===== config.mk =====
export PLATFORM = sky130hd
export DESIGN_NAME = burst_sram_ctl
export DESIGN_NICKNAME = d
export VERILOG_FILES = /design/src/rtl/bsram_pkg.sv /design/src/rtl/bsram_ctrl.sv /design/src/rtl/bsram_data.sv /design/src/rtl/burst_sram_ctl.sv
export SDC_FILE = /design/constraint.sdc
export NUM_CORES = 1
export LEC_CHECK = 0
export CAP_MARGIN = 20
export CORE_MARGIN = 2
export CORE_UTILIZATION = 55
export CTS_BUF_LIST = sky130_fd_sc_hd__clkbuf_8
export DETAILED_ROUTE_END_ITERATION = 6
export DONT_BUFFER_PORTS = 1
export PLACE_DENSITY = 0.7
export SLEW_MARGIN = 10
export SYNTH_ARGS = -nofsm -noshare
export SYNTH_HDL_FRONTEND = slang
export SYNTH_SLANG_ARGS = --single-unit

===== constraint.sdc =====
create_clock -name clk -period 7.3 [get_ports clk]
set_input_delay 1.095 -clock clk [delete_from_list [all_inputs] [get_ports clk]]
set_output_delay 1.095 -clock clk [all_outputs]
set_load 0.1 [all_outputs]

===== src/rtl/bsram_pkg.sv =====
package bsram_pkg;
  localparam int LANE_W = 9;

  typedef struct packed {
    logic doRead;
    logic doWrite;
  } cyc_ctl_t;
endpackage


===== src/rtl/bsram_ctrl.sv =====
module bsram_ctrl
  import bsram_pkg::*;
#(
  parameter int AW = 6,
  parameter int NB = 2
) (
  input  logic          clk,
  input  logic          rst_n,
  input  logic [AW-1:0] addr,
  input  logic          ceN,
  input  logic          ce2,
  input  logic          ce3N,
  input  logic          adspN,
  input  logic          adscN,
  input  logic          advN,
  input  logic          gwN,
  input  logic          bweN,
  input  logic [NB-1:0] beN,
  input  logic          linearMode,
  input  logic          sleep,
  output cyc_ctl_t      ctl,
  output logic [AW-1:0] cycAddr,
  output logic [NB-1:0] laneWe
);
  localparam int HW = AW - 2;

  logic [HW-1:0] hiQ;
  logic [1:0]    startQ, beatQ;
  logic          active;

  logic          sel, pStart, cStart, load, desel, cont, wrReq;
  logic [1:0]    nextBeat, startNow, lowNow;
  logic [HW-1:0] hiNow;

  always_comb begin
    sel    = !ceN && ce2 && !ce3N;
    pStart = !adspN && !ceN;
    cStart = !adscN && !pStart;
    load   = (pStart || cStart) && sel;
    desel  = (pStart || cStart) && !sel;
    cont   = !pStart && !cStart && active;
    wrReq  = !gwN || (!bweN && !(&beN));

    ctl.doWrite = !sleep && ((cStart && sel) || cont) && wrReq;
    ctl.doRead  = !sleep && ((pStart && sel) || (((cStart && sel) || cont) && !wrReq));

    if (load)              nextBeat = 2'd0;
    else if (cont && !advN) nextBeat = beatQ + 2'd1;
    else                   nextBeat = beatQ;

    startNow = load ? addr[1:0] : startQ;
    hiNow    = load ? addr[AW-1:2] : hiQ;
    lowNow   = linearMode ? (startNow + nextBeat) : (startNow ^ nextBeat);
    cycAddr  = {hiNow, lowNow};
  end

  for (genvar g = 0; g < NB; g++) begin : g_lane
    assign laneWe[g] = ctl.doWrite && (!gwN || (!bweN && !beN[g]));
  end

  always_ff @(posedge clk) begin
    if (!rst_n) begin
      active <= 1'b0;
      hiQ    <= '0;
      startQ <= '0;
      beatQ  <= '0;
    end else if (!sleep) begin
      if (load) begin
        active <= 1'b1;
        hiQ    <= addr[AW-1:2];
        startQ <= addr[1:0];
        beatQ  <= 2'd0;
      end else if (desel) begin
        active <= 1'b0;
      end else if (cont) begin
        beatQ  <= nextBeat;
      end
    end
  end
endmodule


===== src/rtl/bsram_data.sv =====
module bsram_data
  import bsram_pkg::*;
#(
  parameter int AW = 6,
  parameter int NB = 2
) (
  input  logic                 clk,
  input  logic                 rst_n,
  input  cyc_ctl_t             ctl,
  input  logic [AW-1:0]        cycAddr,
  input  logic [NB-1:0]        laneWe,
  input  logic [NB*LANE_W-1:0] wdata,
  input  logic                 oeN,
  input  logic                 sleep,
  output logic [NB*LANE_W-1:0] rdata,
  output logic                 rdataOe
);
  localparam int DEPTH = 1 << AW;
  localparam int DW    = NB * LANE_W;

  logic [DW-1:0] mem [DEPTH];
  logic [DW-1:0] memQ, rdReg;
  logic          rdValid, outValid;

  always_ff @(posedge clk) begin
    for (int n = 0; n < NB; n++) begin
      if (ctl.doWrite && laneWe[n])
        mem[cycAddr][n*LANE_W +: LANE_W] <= wdata[n*LANE_W +: LANE_W];
    end
    if (ctl.doRead) memQ <= mem[cycAddr];
  end

  always_ff @(posedge clk) begin
    if (!rst_n) begin
      rdValid  <= 1'b0;
      outValid <= 1'b0;
      rdReg    <= '0;
    end else begin
      rdValid  <= ctl.doRead;
      outValid <= rdValid;
      rdReg    <= memQ;
    end
  end

  assign rdata   = rdReg;
  assign rdataOe = outValid && !oeN && !sleep;
endmodule


===== src/rtl/burst_sram_ctl.sv =====
module burst_sram_ctl
  import bsram_pkg::*;
#(
  parameter int AW = 6,
  parameter int NB = 2
) (
  input  logic                 clk,
  input  logic                 rst_n,
  input  logic [AW-1:0]        addr,
  input  logic [NB*LANE_W-1:0] wdata,
  input  logic                 ceN,
  input  logic                 ce2,
  input  logic                 ce3N,
  input  logic                 adspN,
  input  logic                 adscN,
  input  logic                 advN,
  input  logic                 gwN,
  input  logic                 bweN,
  input  logic [NB-1:0]        beN,
  input  logic                 oeN,
  input  logic                 linearMode,
  input  logic                 sleep,
  output logic [NB*LANE_W-1:0] rdata,
  output logic                 rdataOe
);
  cyc_ctl_t      ctl;
  logic [AW-1:0] cycAddr;
  logic [NB-1:0] laneWe;

  bsram_ctrl #(.AW(AW), .NB(NB)) ctrl_i (
    .clk(clk), .rst_n(rst_n), .addr(addr), .ceN(ceN), .ce2(ce2), .ce3N(ce3N),
    .adspN(adspN), .adscN(adscN), .advN(advN), .gwN(gwN), .bweN(bweN), .beN(beN),
    .linearMode(linearMode), .sleep(sleep), .ctl(ctl), .cycAddr(cycAddr), .laneWe(laneWe)
  );

  bsram_data #(.AW(AW), .NB(NB)) data_i (
    .clk(clk), .rst_n(rst_n), .ctl(ctl), .cycAddr(cycAddr), .laneWe(laneWe),
    .wdata(wdata), .oeN(oeN), .sleep(sleep), .rdata(rdata), .rdataOe(rdataOe)
  );
endmodule


==> impl_results.md, run 1 <==
- Run status: finished, final reports clean
- Fraction of final layout cells sized beyond drive strength 1: 14.4%
- Number of remaining DRC errors: 0
- Die Span X: 298 µm
- Max Root-Sink Buffers: 3
- Fmax achieved: 180 MHz
- Number of hold violations in the final report: 0
- Count of maximum capacitance violations: 0
- Number of gates given a new drive strength after cts: 0
- Required time of the worst setup path: 7.79 ns
- Number of filler cells placed in the layout: 6168
- Count of hold buffers inserted by post-cts repair: 0
- Area overhead of the layout relative to synthesis: 10.3%
- Effective utilization at floorplan: 55.7%
- Net total in the final layout: 3082
- CTS tree: yes
- Synth unique cells: 83
- Worst voltage drop across the vdd grid: 0.177 mV
- Hold Worst Slack: 0.325 ns
- Height of the die: 298 µm
- Synth Net Count: 3021
- Port Buffer Count: 0
- I/O pins: 58
- Data arrival time of the critical path: 6.05 ns
- Top cells by area in the synthesized netlist: sky130_fd_sc_hd__edfxtp_1, sky130_fd_sc_hd__mux4_2, sky130_fd_sc_hd__mux2i_1
- Warning count from the yosys run: 0
- H-tree depth reported by CTS: 4
- Cell Area, Synth: 47600 µm²
- Antenna viol nets, final: 0
- Ys flop type: sky130_fd_sc_hd__edfxtp_1
- Critical path launch point: ceN
- Number of antenna violations at the first check in global routing: 4
- Pwr/cell area: 254 nW/µm²
- Leakage component of the power: 0.0167 µW
- Total gr overflow: 0
- Average instance area after synthesis: 16.0 µm²
- Worst slew margin relative to its limit: 22.4%
- Via density per instance: 6.89
- First-pass GRT wire length: 204000 µm
- Floorplan core area: 85400 µm²
- Number of CTS-inserted buffers: 182
- Worst Setup End Kind: register
- Final worst-path cycle share: 76.1%
- Insertion delay of the later-clocked pin in the worst-skew pair: 0.87 ns
- Total number of placement rows: 107
- WS Path Type: in2reg
- Worst clock skew: 0.0423 ns
- Clock Pin Slew Worst Setup and Hold Paths: 0.06 ns
- DR iter-0 viols: 4963
- Post-detailed-placement cell area: 49100 µm²
- Cell at the root of the clock tree: sky130_fd_sc_hd__clkbuf_8
- Postcts setup bufs: 0
- Placer's final routability congestion estimate: 0.924
- Hold Path Class: in2reg
- Final max-slew violation count: 0
- Largest fanout on the critical path: 54
- Final-layout setup total negative slack: 0 ns
- Post-synthesis cell count: 2981
- Crit path time final: 5.56 ns
- Pin count of the biggest net entering global routing: 89
- Finished layout cell area: 52500 µm²
- Per-cell routed wire length: 32.8 µm
- Number of synthesized register bits: 1199
- Final WL: 142000 µm
- Final HPWL DP: 84500 µm
- Number of synthesized flops with an enable pin: 1170
- Transition time at the pin with the least slew margin: 1.16 ns
- Total track usage: 31.8%
- Top cell type's share of synthesized area: 73.8%
- Post-synth top area cell: sky130_fd_sc_hd__edfxtp_1
- Sequential element share of the synthesized area: 75.0%
- Nature of the critical path startpoint: primary input
- Reg-to-reg critical path startpoint: ctrl_i.active$_SDFFE_PN0P_
- Length of the first detailed-routing pass in iterations: 6
- Setup repair after global routing missed its margin: false
- Fraction of registers with async set or reset after synthesis: 0%
- TritonCTS Sinks: 1199
- Origin of the worst min-delay path: wdata[8]
- Number of vias after detailed routing: 29849
- Die outline area: 88900 µm²
- Via count of the first global-routing pass: 28923
- Final setup viols: 0
[synth_stat cells, types with 19 or more instances]
cell	number
sky130_fd_sc_hd__a21o_1	26
sky130_fd_sc_hd__nand4_1	42
sky130_fd_sc_hd__o211ai_1	27
sky130_fd_sc_hd__a211oi_1	19
sky130_fd_sc_hd__a22o_1	37
sky130_fd_sc_hd__dfxtp_1	29
sky130_fd_sc_hd__and2_1	27
sky130_fd_sc_hd__nand3_1	153
sky130_fd_sc_hd__and4_1	19
sky130_fd_sc_hd__nor2_1	154
sky130_fd_sc_hd__a31oi_1	45
sky130_fd_sc_hd__mux4_2	60
sky130_fd_sc_hd__edfxtp_1	1170
sky130_fd_sc_hd__mux2_2	25
sky130_fd_sc_hd__a21oi_1	104
sky130_fd_sc_hd__o22ai_1	19
sky130_fd_sc_hd__o21ai_0	163
sky130_fd_sc_hd__a21boi_0	19
sky130_fd_sc_hd__and3_1	38
sky130_fd_sc_hd__mux2i_1	98
sky130_fd_sc_hd__a22oi_1	77
sky130_fd_sc_hd__clkbuf_1	123
sky130_fd_sc_hd__a221oi_1	20
sky130_fd_sc_hd__buf_2	55
sky130_fd_sc_hd__nand2_1	167
[sequential cells by signal, summed over array words and instances, names as in the netlist]
register and cells:
ctrl_i.beatQ 2, ctrl_i.active 1, data_i.rdata 18, data_i.memQ 18, data_i.rdValid 1, ctrl_i.startQ 2, ctrl_i.hiQ 4, data_i.outValid 1
data_i.mem 1152
[final timing paths]
kind	to	slack (ns)	cells after the start
min reg2reg	data_i.rdata[5]$_SDFF_PN0_	0.45	1
min	data_i.mem[20][8]$_DFFE_PP_	0.32	0
max	data_i.memQ[15]$_DFFE_PP_	1.74	14
max reg2reg	data_i.memQ[15]$_DFFE_PP_	2.18	15
[area by class of cell]
class	instances	area (µm²)	share of cell area, %
multi-input combinational	1559	11100	21.2
antenna	2	5.00	0.00953
sequential	1199	35700	68.0
inverter	8	35.0	0.0667
tap	1144	1430	2.72
timing repair buffer	92	807	1.54
clock buffer	185	2550	4.85
clock inverter	141	878	1.67
[cells in the final DEF, fill, tap and decap left out, drive strengths merged, types with 29 or more instances in the layout]
cell type,n
nand4,42
a31oi,45
nand2,168
and2,29
edfxtp,1170
nor2,156
dfxtp,29
a22o,37
a22oi,77
and3,38
clkbuf,186
nand3,153
a21oi,104
buf,91
mux2i,98
clkinv,69
o21ai,166
inv,70
mux4,60
[per-stage QoR]
stage / utilization, % / power, µW / worst slack (ns) / cells
floorplan: - / 8020 / 2.22 / 2981
global placement: 57.4 / 8200 / 1.09 / 3994
detailed placement: 57.4 / 8210 / 1.15 / 3997
CTS: 61.4 / 13400 / 2.04 / 4323
global route: 61.5 / 13700 / 1.76 / 4329
finish: 61.5 / 13300 / 1.74 / 4330
[critical path, cell delays in order]
cell and delay [ns]:
sky130_fd_sc_hd__nor3b_2 0.65, sky130_fd_sc_hd__nand2_1 0.33, sky130_fd_sc_hd__nand2_1 0.15, sky130_fd_sc_hd__nand2_1 0.12
sky130_fd_sc_hd__ha_4 0.18, sky130_fd_sc_hd__and2_1 0.20, sky130_fd_sc_hd__nor4_4 0.64, sky130_fd_sc_hd__buf_4 0.45
sky130_fd_sc_hd__nor2_4 0.22, sky130_fd_sc_hd__buf_12 0.32, sky130_fd_sc_hd__mux4_2 0.43, sky130_fd_sc_hd__a21oi_1 0.08
sky130_fd_sc_hd__nor4_1 0.72, sky130_fd_sc_hd__o221ai_1 0.39
[per-layer routing]
metal	track usage [%]	up-vias	wire length, µm
met5	0	-	13
met4	14.0	2	6620
met3	8.31	382	19400
met2	48.2	2434	64900
met1	43.8	14858	51100
li1	-	12173	-
[where the power goes]
group | total [µW] | switching, µW | internal (µW)
logic | 497 | 342 | 155
clock network | 5260 | 2600 | 2660
registers | 7590 | 30.4 | 7560
[logic make-up (layout without fill, tap and decap cells)]
| group | after synthesis | in the layout | synth area share, % |
|---|---|---|---|
| other cells | 0 | 2 | 0 |
| flops | 1199 | 1199 | 75.0 |
| fa+ha+maj | 1 | 1 | 0.0263 |
| xor+xnor | 3 | 3 | 0.0552 |
| compound gates | 714 | 714 | 10.5 |
| buf+inv | 223 | 426 | 2.13 |
| mux | 183 | 183 | 5.49 |
| simple gates | 658 | 658 | 6.80 |
Note: power is estimated with default switching activity, not from simulation.
==> run 2: changes to the inputs <==
- ABC_AREA: not set -> 1
- clock period: 7.3 -> 5.4 ns (I/O delays scaled with it)
==> impl_results.md, run 2 <==
- Nature of the critical path startpoint: register (was primary input)
- Die outline area: 96000 µm² (was 88900 µm²)
- Synth Net Count: 5114 (was 3021)
- Largest fanout on the critical path: 48 (was 54)
- Hold Path Class: in2reg (unchanged)
- Setup repair after global routing missed its margin: false (unchanged)
- Number of synthesized register bits: 1199 (unchanged)
- WS Path Type: reg2reg (was in2reg)
- Sequential element share of the synthesized area: 69.4% (was 75.0%)
- Ordered cell list for the critical path: nand4_1, nor2_1, nor2_1, nand2_1, inv_1, ha_4, nand2_1, inv_1, nand3_1, nand2_2, nand2_8, nand2_8, inv_2, nand3_2, buf_4, nor3_1, buf_4 (was nor3b_2, nand2_1, nand2_1, nand2_1, ha_4, and2_1, nor4_4, buf_4, nor2_4, buf_12, mux4_2, a21oi_1, nor4_1, o221ai_1)
- Final WL: 138000 µm (was 142000 µm)
- Fmax achieved: 256 MHz
- Floorplan core area: 93000 µm² (was 85400 µm²)
- Hold Worst Slack: 0.0563 ns (was 0.325 ns)
- Area used by multi-input combinational logic: 14300 µm² (was 11100 µm²)
- Count of maximum capacitance violations: 0 (unchanged)
- TritonCTS Sinks: 1199 (unchanged)
- Number of gates given a new drive strength after cts: 0 (unchanged)
- Height of the die: 310 µm (was 298 µm)
- Worst clock skew: 0.0471 ns (was 0.0423 ns)
- Peak per-stage delay on the critical path: 0.60 ns (was 0.72 ns)
- Ys flop type: sky130_fd_sc_hd__edfxtp_1 (unchanged)
- Most frequent cells after synthesis: sky130_fd_sc_hd__nand2_1, sky130_fd_sc_hd__edfxtp_1, sky130_fd_sc_hd__nand3_1 (was sky130_fd_sc_hd__edfxtp_1, sky130_fd_sc_hd__nand2_1, sky130_fd_sc_hd__o21ai_0)
- Number of filler cells placed in the layout: 7538 (was 6168)
- Per-cell routed wire length: 21.1 µm (was 32.8 µm)
- Post-synth top area cell: sky130_fd_sc_hd__edfxtp_1 (unchanged)
- DR iter-0 viols: 4099 (was 4963)
- Critical-path cell with the highest stage delay: sky130_fd_sc_hd__nor3_1 (was sky130_fd_sc_hd__nor4_1)
- Required time of the worst setup path: 5.97 ns (was 7.79 ns)
- Max Root-Sink Buffers: 3 (unchanged)
- Cell with the most instances after synthesis: sky130_fd_sc_hd__nand2_1 (was sky130_fd_sc_hd__edfxtp_1)
- Insertion delay of the later-clocked pin in the worst-skew pair: 0.88 ns (was 0.87 ns)
- Final setup viols: 0 (unchanged)
- Number of antenna violations at the first check in global routing: 3 (was 4)
- Die Span X: 310 µm (was 298 µm)
- Number of hold violations in the final report: 0 (unchanged)
- Total gr overflow: 0 (unchanged)
- Transition time at the pin with the least slew margin: 1.13 ns (was 1.16 ns)
- Via count of the first global-routing pass: 34154 (was 28923)
- Worst voltage drop across the vdd grid: 0.255 mV (was 0.177 mV)
- Final-layout setup total negative slack: 0 ns (unchanged)
- Violated checks: DRC
- Antenna viol nets, final: 0 (unchanged)
- H-tree depth reported by CTS: 4 (unchanged)
- Clock Pin Slew Worst Setup and Hold Paths: 0.06 ns (about the same)
- Worst Setup End Kind: register (unchanged)
- Number of synthesized flops with an enable pin: 1170 (unchanged)
- Leading cell types in the layout, fill and taps excluded: sky130_fd_sc_hd__nand2_1, sky130_fd_sc_hd__edfxtp_1, sky130_fd_sc_hd__nand3_1, sky130_fd_sc_hd__clkbuf_8, sky130_fd_sc_hd__buf_4 (was sky130_fd_sc_hd__edfxtp_1, sky130_fd_sc_hd__clkbuf_8, sky130_fd_sc_hd__nand2_1, sky130_fd_sc_hd__o21ai_0, sky130_fd_sc_hd__nand3_1)
- First-pass GRT wire length: 206000 µm (was 204000 µm)
- Number of remaining DRC errors: 1 (was 0)
- Fraction of final layout cells sized beyond drive strength 1: 8.65% (was 14.4%)
- Net total in the final layout: 5189 (was 3082)
- Final Util: 61.2% (was 61.5%)
- Fraction of registers with async set or reset after synthesis: 0% (unchanged)
- Final worst-path cycle share: 72.3%
- Port Buffer Count: 0 (unchanged)
- Leading cell type in the layout, fill and taps excluded: sky130_fd_sc_hd__nand2_1 (was sky130_fd_sc_hd__edfxtp_1)
- Number of CTS-inserted buffers: 188 (was 182)
- Run status: finished with violations (was finished, final reports clean)
- Synth unique cells: 34 (was 83)
- Via density per instance: 5.48 (was 6.89)
- Total number of placement rows: 112 (was 107)
- Largest reg by FF count: data_i.mem (unchanged)
- Effective utilization at floorplan: 55.3% (was 55.7%)
- Worst slew margin relative to its limit: 24.0% (was 22.4%)
- Pwr/cell area: 333 nW/µm² (was 254 nW/µm²)
- Top cell type's share of synthesized area: 68.3% (was 73.8%)
- Top cells by area in the synthesized netlist: sky130_fd_sc_hd__edfxtp_1, sky130_fd_sc_hd__nand2_1, sky130_fd_sc_hd__nand3_1 (was sky130_fd_sc_hd__edfxtp_1, sky130_fd_sc_hd__mux4_2, sky130_fd_sc_hd__mux2i_1)
- Leakage component of the power: 0.0235 µW (was 0.0167 µW)
- Final max-slew violation count: 0 (unchanged)
- Largest register FFs: 1152 (unchanged)
- Data arrival time of the critical path: 4.48 ns (was 6.05 ns)
- Area overhead of the layout relative to synthesis: 10.6% (was 10.3%)
- Postcts setup bufs: 0 (unchanged)
- Warning count from the yosys run: 0 (unchanged)
- Crit path time final: 3.90 ns
- Cell Area, Synth: 51500 µm² (was 47600 µm²)
- Average instance area after synthesis: 10.1 µm² (was 16.0 µm²)
- Cell at the root of the clock tree: sky130_fd_sc_hd__clkbuf_8 (unchanged)
- Final HPWL DP: 71200 µm (was 84500 µm)
- CTS tree: yes (unchanged)
- Pin count of the biggest net entering global routing: 150 (was 89)
- Post-synthesis cell count: 5074 (was 2981)
- Number of vias after detailed routing: 35893 (was 29849)
- Length of the first detailed-routing pass in iterations: 7 (was 6)
- Total track usage: 28.9% (was 31.8%)
- Area of all sequential standard cells: 35700 µm² (unchanged)
- I/O pins: 58 (unchanged)
- Placer's final routability congestion estimate: 0.854 (was 0.924)
[run 2: final timing paths]
path | from | endpoint | slack [ns] | depth (start not counted)
worst max-delay path | ctrl_i.active$_SDFFE_PN0P_ | data_i.mem[16][15]$_DFFE_PP_ | 1.50 | 17
worst min-delay path | wdata[11] | data_i.mem[12][11]$_DFFE_PP_ | 0.06 | 0
worst max register to register | ctrl_i.active$_SDFFE_PN0P_ | data_i.mem[16][15]$_DFFE_PP_ | 1.50 | 17
worst min register to register | data_i.rdValid$_SDFF_PN0_ | data_i.outValid$_SDFF_PN0_ | 0.42 | 2
[run 2: area by class of cell]
| class | instances | share of cell area (%) |
|---|---|---|
| Sequential cell | 1199 | 62.7 |
| Multi-Input combinational cell | 3533 | 25.2 |
| Clock buffer | 192 | 4.64 |
| Timing Repair Buffer | 180 | 3.02 |
| Tap cell | 1254 | 2.76 |
| Clock inverter | 141 | 1.29 |
| Inverter | 47 | 0.354 |
| Antenna cell | 2 | 0.00879 |
[run 2: per-stage QoR]
stage	setup WS, ns	area, µm²	power (µW)	instances
2_1_floorplan	1.18	51500	11600	5074
3_5_place_dp	0.932	53100	12000	6178
6_report	1.50	56900	19000	6548
4_1_cts	1.54	56900	19000	6545
3_3_place_gp	0.918	53100	12000	6178
5_1_grt	1.30	56900	19600	6548
[run 2: where the power goes]
| part | internal (µW) | switching, µW | leakage, µW | total, µW |
|---|---|---|---|---|
| combinational | 447 | 1240 | 0.0108 | 1680 |
| clock | 3460 | 3550 | 0.00200 | 7000 |
| sequential | 10200 | 41.2 | 0.0108 | 10300 |
| total | 14100 | 4820 | 0.0235 | 19000 |
[run 2: routing by layer]
| layer | track usage (%) | part of all wire, % |
|---|---|---|
| met2 | 45.5 | 47 |
| met4 | 13.2 | 4.1 |
| met5 | 0 | 0 |
| met3 | 5.38 | 9.7 |
| met1 | 39.5 | 40 |
[run 2: repair_timing]
action | in CTS | in global routing
endpoints found under the hold margin | 349 | 0
hold buffers | 34 | 0
endpoints found under the setup margin | 0 | 0
[run 2: kinds of logic after synthesis]
logic type	after synthesis	synth area share [%]
AND/OR/NAND/NOR	3501	27.3
buffers and inverters	342	2.89
AO/OA/AOI/OAI	30	0.365
XOR/XNOR	1	0.0170
flip-flops	1199	69.4
adder cells (fa/ha/maj)	1	0.0243
[run 2: worst max-delay path: cells and delay by family (launching register included)]
kind	cells	cell delay (ns)
AND/OR/NAND/NOR	11	2.12
buffers and inverters	5	0.90
flip-flops	1	0.36
adder cells (fa/ha/maj)	1	0.15
